===== config.mk =====
export PLATFORM = sky130hd
export DESIGN_NAME = tsx_crosspoint
export DESIGN_NICKNAME = d
export VERILOG_FILES = /design/src/rtl/tsx_pkg.sv /design/src/rtl/tsx_srcmux.sv /design/src/rtl/tsx_regbank.sv /design/src/rtl/tsx_crosspoint.sv
export SDC_FILE = /design/constraint.sdc
export NUM_CORES = 1
export LEC_CHECK = 0
export ABC_AREA = 0
export BUFFER_PORTS_ARGS = -buffer_cell sky130_fd_sc_hd__clkbuf_2
export CAP_MARGIN = 5
export CORE_MARGIN = 10
export CORE_UTILIZATION = 30
export DETAILED_ROUTE_END_ITERATION = 16
export HOLD_SLACK_MARGIN = 0.02
export SYNTH_ARGS = -nofsm -noshare
export SYNTH_HDL_FRONTEND = slang
export SYNTH_SLANG_ARGS = --single-unit

===== constraint.sdc =====
create_clock -name clk -period 5.7 [get_ports clk]
set_clock_uncertainty 0.05 [all_clocks]
set_input_delay 0.57 -clock clk [delete_from_list [all_inputs] [get_ports clk]]
set_output_delay 0.57 -clock clk [all_outputs]
set_load 0.005 [all_outputs]

===== src/rtl/tsx_pkg.sv =====
package tsx_pkg;

    typedef enum logic [1:0] {
        PATH_CLK = 2'd0,
        PATH_POS = 2'd1,
        PATH_NEG = 2'd2
    } path_kind_e;

    typedef enum logic [1:0] {
        BUS_IDLE    = 2'd0,
        BUS_WR_HOLD = 2'd1,
        BUS_RD_HOLD = 2'd2
    } bus_st_e;

    typedef struct packed {
        logic val;
        logic oe;
    } drv_t;

    localparam logic [7:0] OFF_BOARD_ID  = 8'h00;
    localparam logic [7:0] OFF_XID_HI    = 8'h02;
    localparam logic [7:0] OFF_XID_MID   = 8'h03;
    localparam logic [7:0] OFF_XID_LO    = 8'h04;
    localparam logic [7:0] OFF_REV_BOARD = 8'h05;
    localparam logic [7:0] OFF_REV_ASSY  = 8'h06;
    localparam logic [7:0] OFF_REV_FW    = 8'h07;
    localparam logic [7:0] OFF_CTRL      = 8'h08;
    localparam logic [7:0] OFF_BANK      = 8'h0A;
    localparam logic [7:0] OFF_T_TCLK    = 8'h0B;
    localparam logic [7:0] OFF_T_RCLK    = 8'h0C;
    localparam logic [7:0] OFF_T_RDAT    = 8'h0D;
    localparam logic [7:0] OFF_P_CLK     = 8'h10;
    localparam logic [7:0] OFF_P_POS     = 8'h11;
    localparam logic [7:0] OFF_P_NEG     = 8'h12;

    localparam logic [7:0] ID_BOARD  = 8'h0D;
    localparam logic [7:0] ID_XHI    = 8'h00;
    localparam logic [7:0] ID_XMID   = 8'h01;
    localparam logic [7:0] ID_XLO    = 8'h06;

endpackage


===== src/rtl/tsx_srcmux.sv =====
module tsx_srcmux
    import tsx_pkg::*;
#(
    parameter int         NPORT = 16,
    parameter int         SW    = 8,
    parameter path_kind_e KIND  = PATH_CLK
) (
    input  logic             clk,
    input  logic             rst_n,
    input  logic [SW-1:0]    sel,
    input  logic [NPORT-1:0] port_sig,
    input  logic             osc_t1,
    input  logic             osc_e1,
    input  logic             usr_clk,
    input  logic             aux_a,
    input  logic             aux_b,
    input  logic             tst_clk,
    input  logic             tst_dat,
    output drv_t             drv
);
    localparam int            PW     = $clog2(NPORT);
    localparam logic [SW-1:0] C_NP   = SW'(NPORT);
    localparam logic [SW-1:0] C_T1   = SW'(NPORT);
    localparam logic [SW-1:0] C_E1   = SW'(NPORT + 1);
    localparam logic [SW-1:0] C_USR  = SW'(NPORT + 2);
    localparam logic [SW-1:0] C_AUXA = SW'(NPORT + 3);
    localparam logic [SW-1:0] C_AUXB = SW'(NPORT + 4);
    localparam logic [SW-1:0] C_TST  = SW'(NPORT + 5);
    localparam logic [SW-1:0] C_HIZ0 = SW'(NPORT + 6);

    logic tst_val;

    generate
        if (KIND == PATH_CLK) begin : g_tst_clk
            assign tst_val = tst_clk;
        end else if (KIND == PATH_POS) begin : g_tst_dat
            assign tst_val = tst_dat;
        end else begin : g_tst_zero
            assign tst_val = 1'b0;
        end
    endgenerate

    always_comb begin
        drv = '0;
        if (sel < C_NP) begin
            drv = '{val: port_sig[sel[PW-1:0]], oe: 1'b1};
        end else begin
            case (sel)
                C_T1:    drv = '{val: osc_t1,  oe: 1'b1};
                C_E1:    drv = '{val: osc_e1,  oe: 1'b1};
                C_USR:   drv = '{val: usr_clk, oe: 1'b1};
                C_AUXA:  drv = '{val: aux_a,   oe: 1'b1};
                C_AUXB:  drv = '{val: aux_b,   oe: 1'b1};
                C_TST:   drv = '{val: tst_val, oe: 1'b1};
                default: drv = '0;
            endcase
        end
    end

    // an undriven code never leaves the enable high
    a_r9_hiz_code: assert property (@(posedge clk) disable iff (!rst_n)
        (sel >= C_HIZ0) |-> (!drv.oe && !drv.val));

    generate
        if (KIND == PATH_NEG) begin : g_neg_chk
            // tester code on a negative-data path drives a low level
            a_r8_neg_low: assert property (@(posedge clk) disable iff (!rst_n)
                (sel == C_TST) |-> (drv.oe && !drv.val));
        end
    endgenerate

endmodule


===== src/rtl/tsx_regbank.sv =====
module tsx_regbank
    import tsx_pkg::*;
#(
    parameter int             NPORT     = 16,
    parameter int             AW        = 8,
    parameter int             DW        = 8,
    parameter logic [DW-1:0]  REV_BOARD = 8'h01,
    parameter logic [DW-1:0]  REV_ASSY  = 8'h02,
    parameter logic [DW-1:0]  REV_FW    = 8'h03
) (
    input  logic                        clk,
    input  logic                        rst_n,
    input  logic                        bus_cs,
    input  logic                        bus_rd,
    input  logic                        bus_wr,
    input  logic [AW-1:0]               bus_addr,
    input  logic [DW-1:0]               bus_wdata,
    output logic [DW-1:0]               bus_rdata,
    output logic [DW-1:0]               ctrl_q,
    output logic [DW-1:0]               tsel_tclk,
    output logic [DW-1:0]               tsel_rclk,
    output logic [DW-1:0]               tsel_rdat,
    output logic [NPORT-1:0][DW-1:0]    psel_clk,
    output logic [NPORT-1:0][DW-1:0]    psel_pos,
    output logic [NPORT-1:0][DW-1:0]    psel_neg
);
    localparam int            PW  = $clog2(NPORT);
    localparam logic [DW-1:0] HIZ = '1;
    localparam logic [DW-1:0] NPV = DW'(NPORT);

    bus_st_e       st_q, st_d;
    logic          wr_fire, rd_fire, ptr_ok;
    logic [PW-1:0] pidx;
    logic [DW-1:0] ptr_q, rd_c;

    assign pidx    = ptr_q[PW-1:0];
    assign ptr_ok  = (ptr_q < NPV);
    assign wr_fire = (st_q == BUS_IDLE) && bus_cs && bus_wr;
    assign rd_fire = (st_q == BUS_IDLE) && bus_cs && bus_rd && !bus_wr;

    // state register
    always_ff @(posedge clk or negedge rst_n) begin
        if (!rst_n) st_q <= BUS_IDLE;
        else        st_q <= st_d;
    end

    // next-state logic
    always_comb begin
        st_d = st_q;
        unique case (st_q)
            BUS_IDLE: begin
                if (bus_cs && bus_wr)      st_d = BUS_WR_HOLD;
                else if (bus_cs && bus_rd) st_d = BUS_RD_HOLD;
            end
            BUS_WR_HOLD, BUS_RD_HOLD: begin
                if (!(bus_cs && (bus_wr || bus_rd))) st_d = BUS_IDLE;
            end
            default: st_d = BUS_IDLE;
        endcase
    end

    // read mux
    always_comb begin
        rd_c = '0;
        case (bus_addr)
            AW'(OFF_BOARD_ID):  rd_c = DW'(ID_BOARD);
            AW'(OFF_XID_HI):    rd_c = DW'(ID_XHI);
            AW'(OFF_XID_MID):   rd_c = DW'(ID_XMID);
            AW'(OFF_XID_LO):    rd_c = DW'(ID_XLO);
            AW'(OFF_REV_BOARD): rd_c = REV_BOARD;
            AW'(OFF_REV_ASSY):  rd_c = REV_ASSY;
            AW'(OFF_REV_FW):    rd_c = REV_FW;
            AW'(OFF_CTRL):      rd_c = ctrl_q;
            AW'(OFF_BANK):      rd_c = ptr_q;
            AW'(OFF_T_TCLK):    rd_c = tsel_tclk;
            AW'(OFF_T_RCLK):    rd_c = tsel_rclk;
            AW'(OFF_T_RDAT):    rd_c = tsel_rdat;
            AW'(OFF_P_CLK):     rd_c = ptr_ok ? psel_clk[pidx] : '0;
            AW'(OFF_P_POS):     rd_c = ptr_ok ? psel_pos[pidx] : '0;
            AW'(OFF_P_NEG):     rd_c = ptr_ok ? psel_neg[pidx] : '0;
            default:            rd_c = '0;
        endcase
    end

    // register actions driven by the state machine
    always_ff @(posedge clk or negedge rst_n) begin
        if (!rst_n) begin
            ctrl_q    <= '0;
            ptr_q     <= '0;
            tsel_tclk <= HIZ;
            tsel_rclk <= HIZ;
            tsel_rdat <= HIZ;
            psel_clk  <= {NPORT{HIZ}};
            psel_pos  <= {NPORT{HIZ}};
            psel_neg  <= {NPORT{HIZ}};
            bus_rdata <= '0;
        end else begin
            if (rd_fire) bus_rdata <= rd_c;
            if (wr_fire) begin
                case (bus_addr)
                    AW'(OFF_CTRL):   ctrl_q    <= bus_wdata;
                    AW'(OFF_BANK):   ptr_q     <= bus_wdata;
                    AW'(OFF_T_TCLK): tsel_tclk <= bus_wdata;
                    AW'(OFF_T_RCLK): tsel_rclk <= bus_wdata;
                    AW'(OFF_T_RDAT): tsel_rdat <= bus_wdata;
                    AW'(OFF_P_CLK):  if (ptr_ok) psel_clk[pidx] <= bus_wdata;
                    AW'(OFF_P_POS):  if (ptr_ok) psel_pos[pidx] <= bus_wdata;
                    AW'(OFF_P_NEG):  if (ptr_ok) psel_neg[pidx] <= bus_wdata;
                    default: ;
                endcase
            end
        end
    end

    // nothing stored changes while a strobe is being held
    a_r4_single_access: assert property (@(posedge clk) disable iff (!rst_n)
        (st_q != BUS_IDLE) |=> ($stable(ctrl_q) && $stable(ptr_q) && $stable(psel_clk)
                                && $stable(psel_pos) && $stable(psel_neg) && $stable(tsel_tclk)));

    // writes aimed at read-only offsets are dropped
    a_r3_ro_ignored: assert property (@(posedge clk) disable iff (!rst_n)
        (bus_cs && bus_wr && (bus_addr <= AW'(OFF_REV_FW))) |=>
            ($stable(ctrl_q) && $stable(ptr_q) && $stable(tsel_rdat)));

    // an out-of-range bank pointer blocks every indirect write
    a_r5_bank_range: assert property (@(posedge clk) disable iff (!rst_n)
        (bus_cs && bus_wr && !ptr_ok) |=>
            ($stable(psel_clk) && $stable(psel_pos) && $stable(psel_neg)));

endmodule


===== src/rtl/tsx_crosspoint.sv =====
module tsx_crosspoint
    import tsx_pkg::*;
#(
    parameter int            NPORT     = 16,
    parameter int            AW        = 8,
    parameter int            DW        = 8,
    parameter int            NLED      = 2,
    parameter logic [DW-1:0] REV_BOARD = 8'h01,
    parameter logic [DW-1:0] REV_ASSY  = 8'h02,
    parameter logic [DW-1:0] REV_FW    = 8'h03
) (
    input  logic             clk,
    input  logic             rst_n,
    input  logic             bus_cs,
    input  logic             bus_rd,
    input  logic             bus_wr,
    input  logic [AW-1:0]    bus_addr,
    input  logic [DW-1:0]    bus_wdata,
    output logic [DW-1:0]    bus_rdata,
    input  logic [NPORT-1:0] rx_clk,
    input  logic [NPORT-1:0] rx_pos,
    input  logic [NPORT-1:0] rx_neg,
    input  logic [NPORT-1:0] rx_los,
    input  logic             osc_t1,
    input  logic             osc_e1,
    input  logic             user_clk,
    input  logic             aux_clk_a,
    input  logic             aux_clk_b,
    input  logic             bert_clk_in,
    input  logic             bert_dat_in,
    output logic [NPORT-1:0] tx_clk,
    output logic [NPORT-1:0] tx_clk_oe,
    output logic [NPORT-1:0] tx_pos,
    output logic [NPORT-1:0] tx_pos_oe,
    output logic [NPORT-1:0] tx_neg,
    output logic [NPORT-1:0] tx_neg_oe,
    output logic             bert_tclk,
    output logic             bert_tclk_oe,
    output logic             bert_rclk,
    output logic             bert_rclk_oe,
    output logic             bert_rdat,
    output logic             bert_rdat_oe,
    output logic             mclk,
    output logic             mclk_oe,
    output logic             liu_mode,
    output logic             liu_clke,
    output logic             liu_bswap,
    output logic             liu_oe,
    output logic [NLED-1:0]  los_led
);
    localparam int CB_MCLK0 = 0;
    localparam int CB_LOE   = 2;
    localparam int CB_SER   = 3;
    localparam int CB_SWAP  = 4;
    localparam int CB_EDGE  = 5;
    localparam int CB_LED0  = DW - NLED;

    logic [DW-1:0]             ctrl_q, tsel_tclk, tsel_rclk, tsel_rdat;
    logic [NPORT-1:0][DW-1:0]  psel_clk, psel_pos, psel_neg;
    drv_t                      d_tclk, d_rclk, d_rdat;

    tsx_regbank #(
        .NPORT(NPORT), .AW(AW), .DW(DW),
        .REV_BOARD(REV_BOARD), .REV_ASSY(REV_ASSY), .REV_FW(REV_FW)
    ) u_regs (
        .clk(clk), .rst_n(rst_n),
        .bus_cs(bus_cs), .bus_rd(bus_rd), .bus_wr(bus_wr),
        .bus_addr(bus_addr), .bus_wdata(bus_wdata), .bus_rdata(bus_rdata),
        .ctrl_q(ctrl_q),
        .tsel_tclk(tsel_tclk), .tsel_rclk(tsel_rclk), .tsel_rdat(tsel_rdat),
        .psel_clk(psel_clk), .psel_pos(psel_pos), .psel_neg(psel_neg)
    );

    generate
        for (genvar p = 0; p < NPORT; p++) begin : g_port
            drv_t d_c, d_p, d_n;
            tsx_srcmux #(.NPORT(NPORT), .SW(DW), .KIND(PATH_CLK)) u_clk (
                .clk(clk), .rst_n(rst_n), .sel(psel_clk[p]), .port_sig(rx_clk),
                .osc_t1(osc_t1), .osc_e1(osc_e1), .usr_clk(user_clk),
                .aux_a(aux_clk_a), .aux_b(aux_clk_b),
                .tst_clk(bert_clk_in), .tst_dat(bert_dat_in), .drv(d_c));
            tsx_srcmux #(.NPORT(NPORT), .SW(DW), .KIND(PATH_POS)) u_pos (
                .clk(clk), .rst_n(rst_n), .sel(psel_pos[p]), .port_sig(rx_pos),
                .osc_t1(osc_t1), .osc_e1(osc_e1), .usr_clk(user_clk),
                .aux_a(aux_clk_a), .aux_b(aux_clk_b),
                .tst_clk(bert_clk_in), .tst_dat(bert_dat_in), .drv(d_p));
            tsx_srcmux #(.NPORT(NPORT), .SW(DW), .KIND(PATH_NEG)) u_neg (
                .clk(clk), .rst_n(rst_n), .sel(psel_neg[p]), .port_sig(rx_neg),
                .osc_t1(osc_t1), .osc_e1(osc_e1), .usr_clk(user_clk),
                .aux_a(aux_clk_a), .aux_b(aux_clk_b),
                .tst_clk(bert_clk_in), .tst_dat(bert_dat_in), .drv(d_n));
            assign tx_clk[p]    = d_c.val;
            assign tx_clk_oe[p] = d_c.oe;
            assign tx_pos[p]    = d_p.val;
            assign tx_pos_oe[p] = d_p.oe;
            assign tx_neg[p]    = d_n.val;
            assign tx_neg_oe[p] = d_n.oe;
        end
    endgenerate

    tsx_srcmux #(.NPORT(NPORT), .SW(DW), .KIND(PATH_CLK)) u_bert_tclk (
        .clk(clk), .rst_n(rst_n), .sel(tsel_tclk), .port_sig(rx_clk),
        .osc_t1(osc_t1), .osc_e1(osc_e1), .usr_clk(user_clk),
        .aux_a(aux_clk_a), .aux_b(aux_clk_b),
        .tst_clk(bert_clk_in), .tst_dat(bert_dat_in), .drv(d_tclk));
    tsx_srcmux #(.NPORT(NPORT), .SW(DW), .KIND(PATH_CLK)) u_bert_rclk (
        .clk(clk), .rst_n(rst_n), .sel(tsel_rclk), .port_sig(rx_clk),
        .osc_t1(osc_t1), .osc_e1(osc_e1), .usr_clk(user_clk),
        .aux_a(aux_clk_a), .aux_b(aux_clk_b),
        .tst_clk(bert_clk_in), .tst_dat(bert_dat_in), .drv(d_rclk));
    tsx_srcmux #(.NPORT(NPORT), .SW(DW), .KIND(PATH_POS)) u_bert_rdat (
        .clk(clk), .rst_n(rst_n), .sel(tsel_rdat), .port_sig(rx_pos),
        .osc_t1(osc_t1), .osc_e1(osc_e1), .usr_clk(user_clk),
        .aux_a(aux_clk_a), .aux_b(aux_clk_b),
        .tst_clk(bert_clk_in), .tst_dat(bert_dat_in), .drv(d_rdat));

    assign bert_tclk    = d_tclk.val;
    assign bert_tclk_oe = d_tclk.oe;
    assign bert_rclk    = d_rclk.val;
    assign bert_rclk_oe = d_rclk.oe;
    assign bert_rdat    = d_rdat.val;
    assign bert_rdat_oe = d_rdat.oe;

    // master clock selection
    always_comb begin
        unique case (ctrl_q[CB_MCLK0 +: 2])
            2'b01:   begin mclk = osc_t1;   mclk_oe = 1'b1; end
            2'b10:   begin mclk = osc_e1;   mclk_oe = 1'b1; end
            2'b11:   begin mclk = user_clk; mclk_oe = 1'b1; end
            default: begin mclk = 1'b0;     mclk_oe = 1'b0; end
        endcase
    end

    assign liu_mode  = ~ctrl_q[CB_SER];
    assign liu_clke  = ctrl_q[CB_EDGE] & ctrl_q[CB_SER];
    assign liu_bswap = ctrl_q[CB_SWAP] & ctrl_q[CB_SER];
    assign liu_oe    = ctrl_q[CB_LOE];

    generate
        for (genvar i = 0; i < NLED; i++) begin : g_led
            assign los_led[i] = ctrl_q[CB_LED0 + i] & rx_los[NPORT - NLED + i];
            // a lit LED always has its port's loss flag high
            a_r13_led_needs_los: assert property (@(posedge clk) disable iff (!rst_n)
                los_led[i] |-> rx_los[NPORT - NLED + i]);
        end
    endgenerate

    // the clock-edge and bit-order pins stay low in parallel mode
    a_r12_serial_gating: assert property (@(posedge clk) disable iff (!rst_n)
        (liu_clke || liu_bswap) |-> !liu_mode);

endmodule


==> impl_metrics.csv <==
group,metric,value,unit
clock_network,h-tree-depth,2,
setup_path,worstPathRequired,5.08,ns
timing,clock.fmax,271,MHz
clock_network,numCtsBuffers,52,
synth,synthCells,2391,
grt,gr-total-overflow,0,
setup_path,worstPathMaxFanout,25,
hold_path,hold_path.class,"in -> reg",
setup_path,crit_chain,"clkbuf_2 > buf_4 > mux4_2 > a22oi_1 > nor2_1 > mux2i_1 > nor2_1 > clkbuf_2",
timing,period_minus_slack,3.69,ns
power,p_leak,0.0131,uW
timing,hold_viol_final,0,
setup_path,r2r-end,"u_regs.psel_neg[86]$_DFFE_PN1P_",
grt,grt_usage,0.191,
die,die_h,344,um
setup_path,critical_path_buf_inv_count,3,
final_layout,seq_area,11400,um2
clock_network,cts.path.max_buffers,3,
run,drv_cap,0,
synth,ys_warn_count,0,
route,dr.pass1.iters,8,
synth,syn_nets,2484,
clock_network,path_clk_slew,0.06,ns
clock_network,worstSkewPairLatency,0.63,ns
timing,rsz0062_at_grt,"false",
setup_path,crit_family,"buffers and inverters",
timing,finalSetupTns,0,ns
synth,synth_area,31500,um2
setup_path,arrival,3.07,ns
route,drtIter0Drc,2547,
grt,antenna_found_initial,7,
final_layout,final_cell_area,35300,um2
die,rows,118,
synth,seq_area_frac_synth,0.361,
setup_path,max_stage_delay,0.76,ns
route,drc_errors,0,
final_layout,fin_nets,2485,
final_layout,fillCellCount,10300,
clock_network,cts_tree,"yes",
clock_network,clock_sinks,434,
clock_network,cts_hold_buf,1,
hold_path,min_to,"u_regs.st_q[1]$_DFFE_PN0P_",
setup_path,rrSetupSlack,2.06,ns
synth,ys_async_sr_fraction,1.00,
die,core-area,104000,um2
setup_path,ff2ff_path_depth,5,
timing,slew_headroom,0.179,
route,wl_per_cell,30.6,um
hold_path,hold_depth,3,
timing,slew_viol_final,0,
final_layout,syn2layout_area_growth,12.0,%
timing,fin_crit_sh,0.647,
timing,max_slew.worst_pin.slew,1.23,ns
die,num_io_pins,210,
route,ant_nets,0,
die,die_w,344,um
grt,grt_max_degree,104,
setup_path,timing.rr.start,"u_regs.ptr_q[7]$_DFFE_PN0P_",
setup_path,start_kind,"input port",
route,drt_wl_total,117000,um
final_layout,drive_above_1_share,0.670,
synth,ys.flop_type,"dfstp_2",
setup_path,cp-end-kind,"output port",
power,p_per_area,215,nW/um2
status,status,"finished clean",
final_layout,multi_input_area,18900,um2
placed_design,dpl.hpwl,77100,um
grt,grt_first_pass_wirelength,170000,um
placed_design,place.port_buffers,195,
hold_path,min_from,"bus_cs",
synth,synth_seq_cells,434,
clock_network,post_cts_buffers,0,
route,via_count,23200,
synth,synth.avg_cell_area,13.2,um2
die,design.die.area,118000,um2
setup_path,slowest_stage,"clkbuf_2",
synth,synth_edf_count,0,
setup_path,crit_type,"in -> out",
timing,setup_viol,0,
placed_design,gp_congestion,0.902,
die,initial_utilization,0.303,
grt,grt_pass1_vias,23200,
route,viasPerCell,6.09,
clock_network,cts-root-buf,"clkbuf_16",
power,peakVddDrop,0.242,mV
clock_network,cts.repair.resized,0,
placed_design,place_area,33500,um2
synth,synth_cell_types,60,
==> through the flow <==
| step | setup slack [ns] | hold slack, ns | total power, uW | cells | utilization |
|---|---|---|---|---|---|
| 2_1_floorplan | 2.94 | 0.224 | 3670 | 2391 | - |
| 3_3_place_gp | 2.08 | 0.468 | 4070 | 3717 | 0.322 |
| 3_5_place_dp | 1.99 | 0.480 | 4090 | 3717 | 0.322 |
| 4_1_cts | 2.08 | 0.157 | 7650 | 3813 | 0.339 |
| 5_1_grt | 1.83 | 0.184 | 7830 | 3814 | 0.339 |
| 6_report | 2.01 | 0.183 | 7590 | 3815 | 0.339 |
==> cell type report <==
type / count / area share
Antenna cell: 2 / 0.000142
Clock buffer: 69 / 0.0413
Clock inverter: 26 / 0.00940
Inverter: 42 / 0.00447
Multi-Input combinational cell: 1628 / 0.535
Sequential cell: 434 / 0.323
Tap cell: 1380 / 0.0490
Timing Repair Buffer: 234 / 0.0381
==> how the worst max path moves through the flow <==
stage,slack (ns),end,start,cells past startpoint
floorplan,2.94,u_regs.psel_clk[48]$_DFFE_PN1P_,bus_addr[3],7
global placement,2.08,u_regs.psel_neg[80]$_DFFE_PN1P_,bus_addr[3],6
detailed placement,1.99,u_regs.psel_neg[83]$_DFFE_PN1P_,bus_addr[3],6
CTS,2.08,u_regs.psel_neg[86]$_DFFE_PN1P_,u_regs.ptr_q[7]$_DFFE_PN0P_,5
global route,1.83,u_regs.psel_neg[83]$_DFFE_PN1P_,u_regs.ptr_q[7]$_DFFE_PN0P_,5
finish,2.01,bert_rdat,osc_t1,8
==> worst reg2reg max path: stages, from the launching register on <==
cell and delay, ns:
dfrtp_1 0.39, nor4_1 0.69, nand3_2 0.30, nor3_1 1.01, nand2_1 0.66, mux2_2 0.47
==> cells in the final DEF (no fill, tap or decap), types with 9 or more instances in the layout <==
master / n
a21o_1: 41
o22ai_1: 27
nand2b_1: 13
o31ai_1: 9
clkbuf_16: 52
nor2b_1: 43
mux2_2: 506
nand3_1: 9
nor4_1: 17
mux4_2: 370
a22oi_1: 55
o21ai_0: 14
clkinv_2: 10
inv_1: 42
a2111oi_0: 15
mux2i_1: 84
nor3_1: 25
dfrtp_1: 24
buf_4: 33
a211oi_1: 12
dfstp_2: 408
nor2_1: 118
nor3b_1: 16
a21oi_1: 64
clkbuf_8: 9
or3_1: 44
clkbuf_2: 194
nand2_1: 63
==> power breakdown <==
| group | internal (uW) | switching (uW) |
|---|---|---|
| sequential | 3130 | 42.9 |
| combinational | 331 | 557 |
| clock | 2070 | 1460 |
==> synth_stat cells (2+ instances only) <==
master / number / area share
mux2i_1: 84 / 0.027
nor3_4: 4 / 0.0021
and3b_1: 2 / 0.00056
dfstp_2: 408 / 0.34
a21oi_1: 64 / 0.010
nand3b_1: 2 / 0.00048
o2111ai_1: 3 / 0.00083
a22oi_1: 55 / 0.013
clkbuf_1: 261 / 0.031
o21ai_0: 14 / 0.0022
nand4b_1: 2 / 0.00056
nor3_1: 25 / 0.0040
inv_1: 42 / 0.0050
a32o_1: 2 / 0.00064
and2_1: 8 / 0.0016
buf_6: 2 / 0.00072
dfrtp_1: 26 / 0.021
and3_1: 3 / 0.00060
nand2_1: 63 / 0.0075
o22ai_1: 27 / 0.0054
buf_2: 13 / 0.0021
mux2_2: 506 / 0.18
or4_1: 2 / 0.00048
mux4_2: 370 / 0.26
nand3_1: 9 / 0.0014
or3_1: 44 / 0.0087
nand2b_1: 13 / 0.0026
nor2_2: 6 / 0.0012
a22o_1: 7 / 0.0019
nor2b_1: 43 / 0.0085
nor4_1: 17 / 0.0034
a31oi_1: 7 / 0.0014
nor3_2: 2 / 0.00064
a221oi_1: 4 / 0.0011
o21bai_1: 4 / 0.00095
nor2_1: 118 / 0.014
or2_2: 7 / 0.0014
a2111oi_0: 15 / 0.0042
a21o_1: 41 / 0.0098
buf_1: 11 / 0.0013
a211oi_1: 12 / 0.0029
nor3b_1: 17 / 0.0041
o31ai_1: 9 / 0.0021
==> registers in the layout (all words and copies together) (netlist names) <==
register	cells
u_regs.tsel_tclk	8
u_regs.bus_rdata	8
u_regs.psel_neg	128
u_regs.ctrl_q	8
u_regs.psel_pos	128
u_regs.tsel_rdat	8
u_regs.st_q	2
u_regs.psel_clk	128
u_regs.tsel_rclk	8
u_regs.ptr_q	8
==> metal layers <==
| metal | vias to the layer above | wire [um] | global-route usage |
|---|---|---|---|
| li1 | 9335 | - | - |
| met1 | 12300 | 45700 | 0.251 |
| met2 | 1365 | 54600 | 0.304 |
| met3 | 234 | 12700 | 0.0573 |
| met4 | 12 | 3420 | 0.0515 |
| met5 | - | 79 | 0 |
==> cells by family (layout without fill, tap and decap cells) <==
kind of cell,after synthesis,count (layout),synth area share
mux,960,960,0.472
fa+ha+maj,1,1,0.000397
other cells,0,2,0
flops,434,434,0.361
buf+inv,329,371,0.0402
simple gates,394,394,0.0669
compound gates,273,273,0.0592
Power figures use the tool's default switching activity.
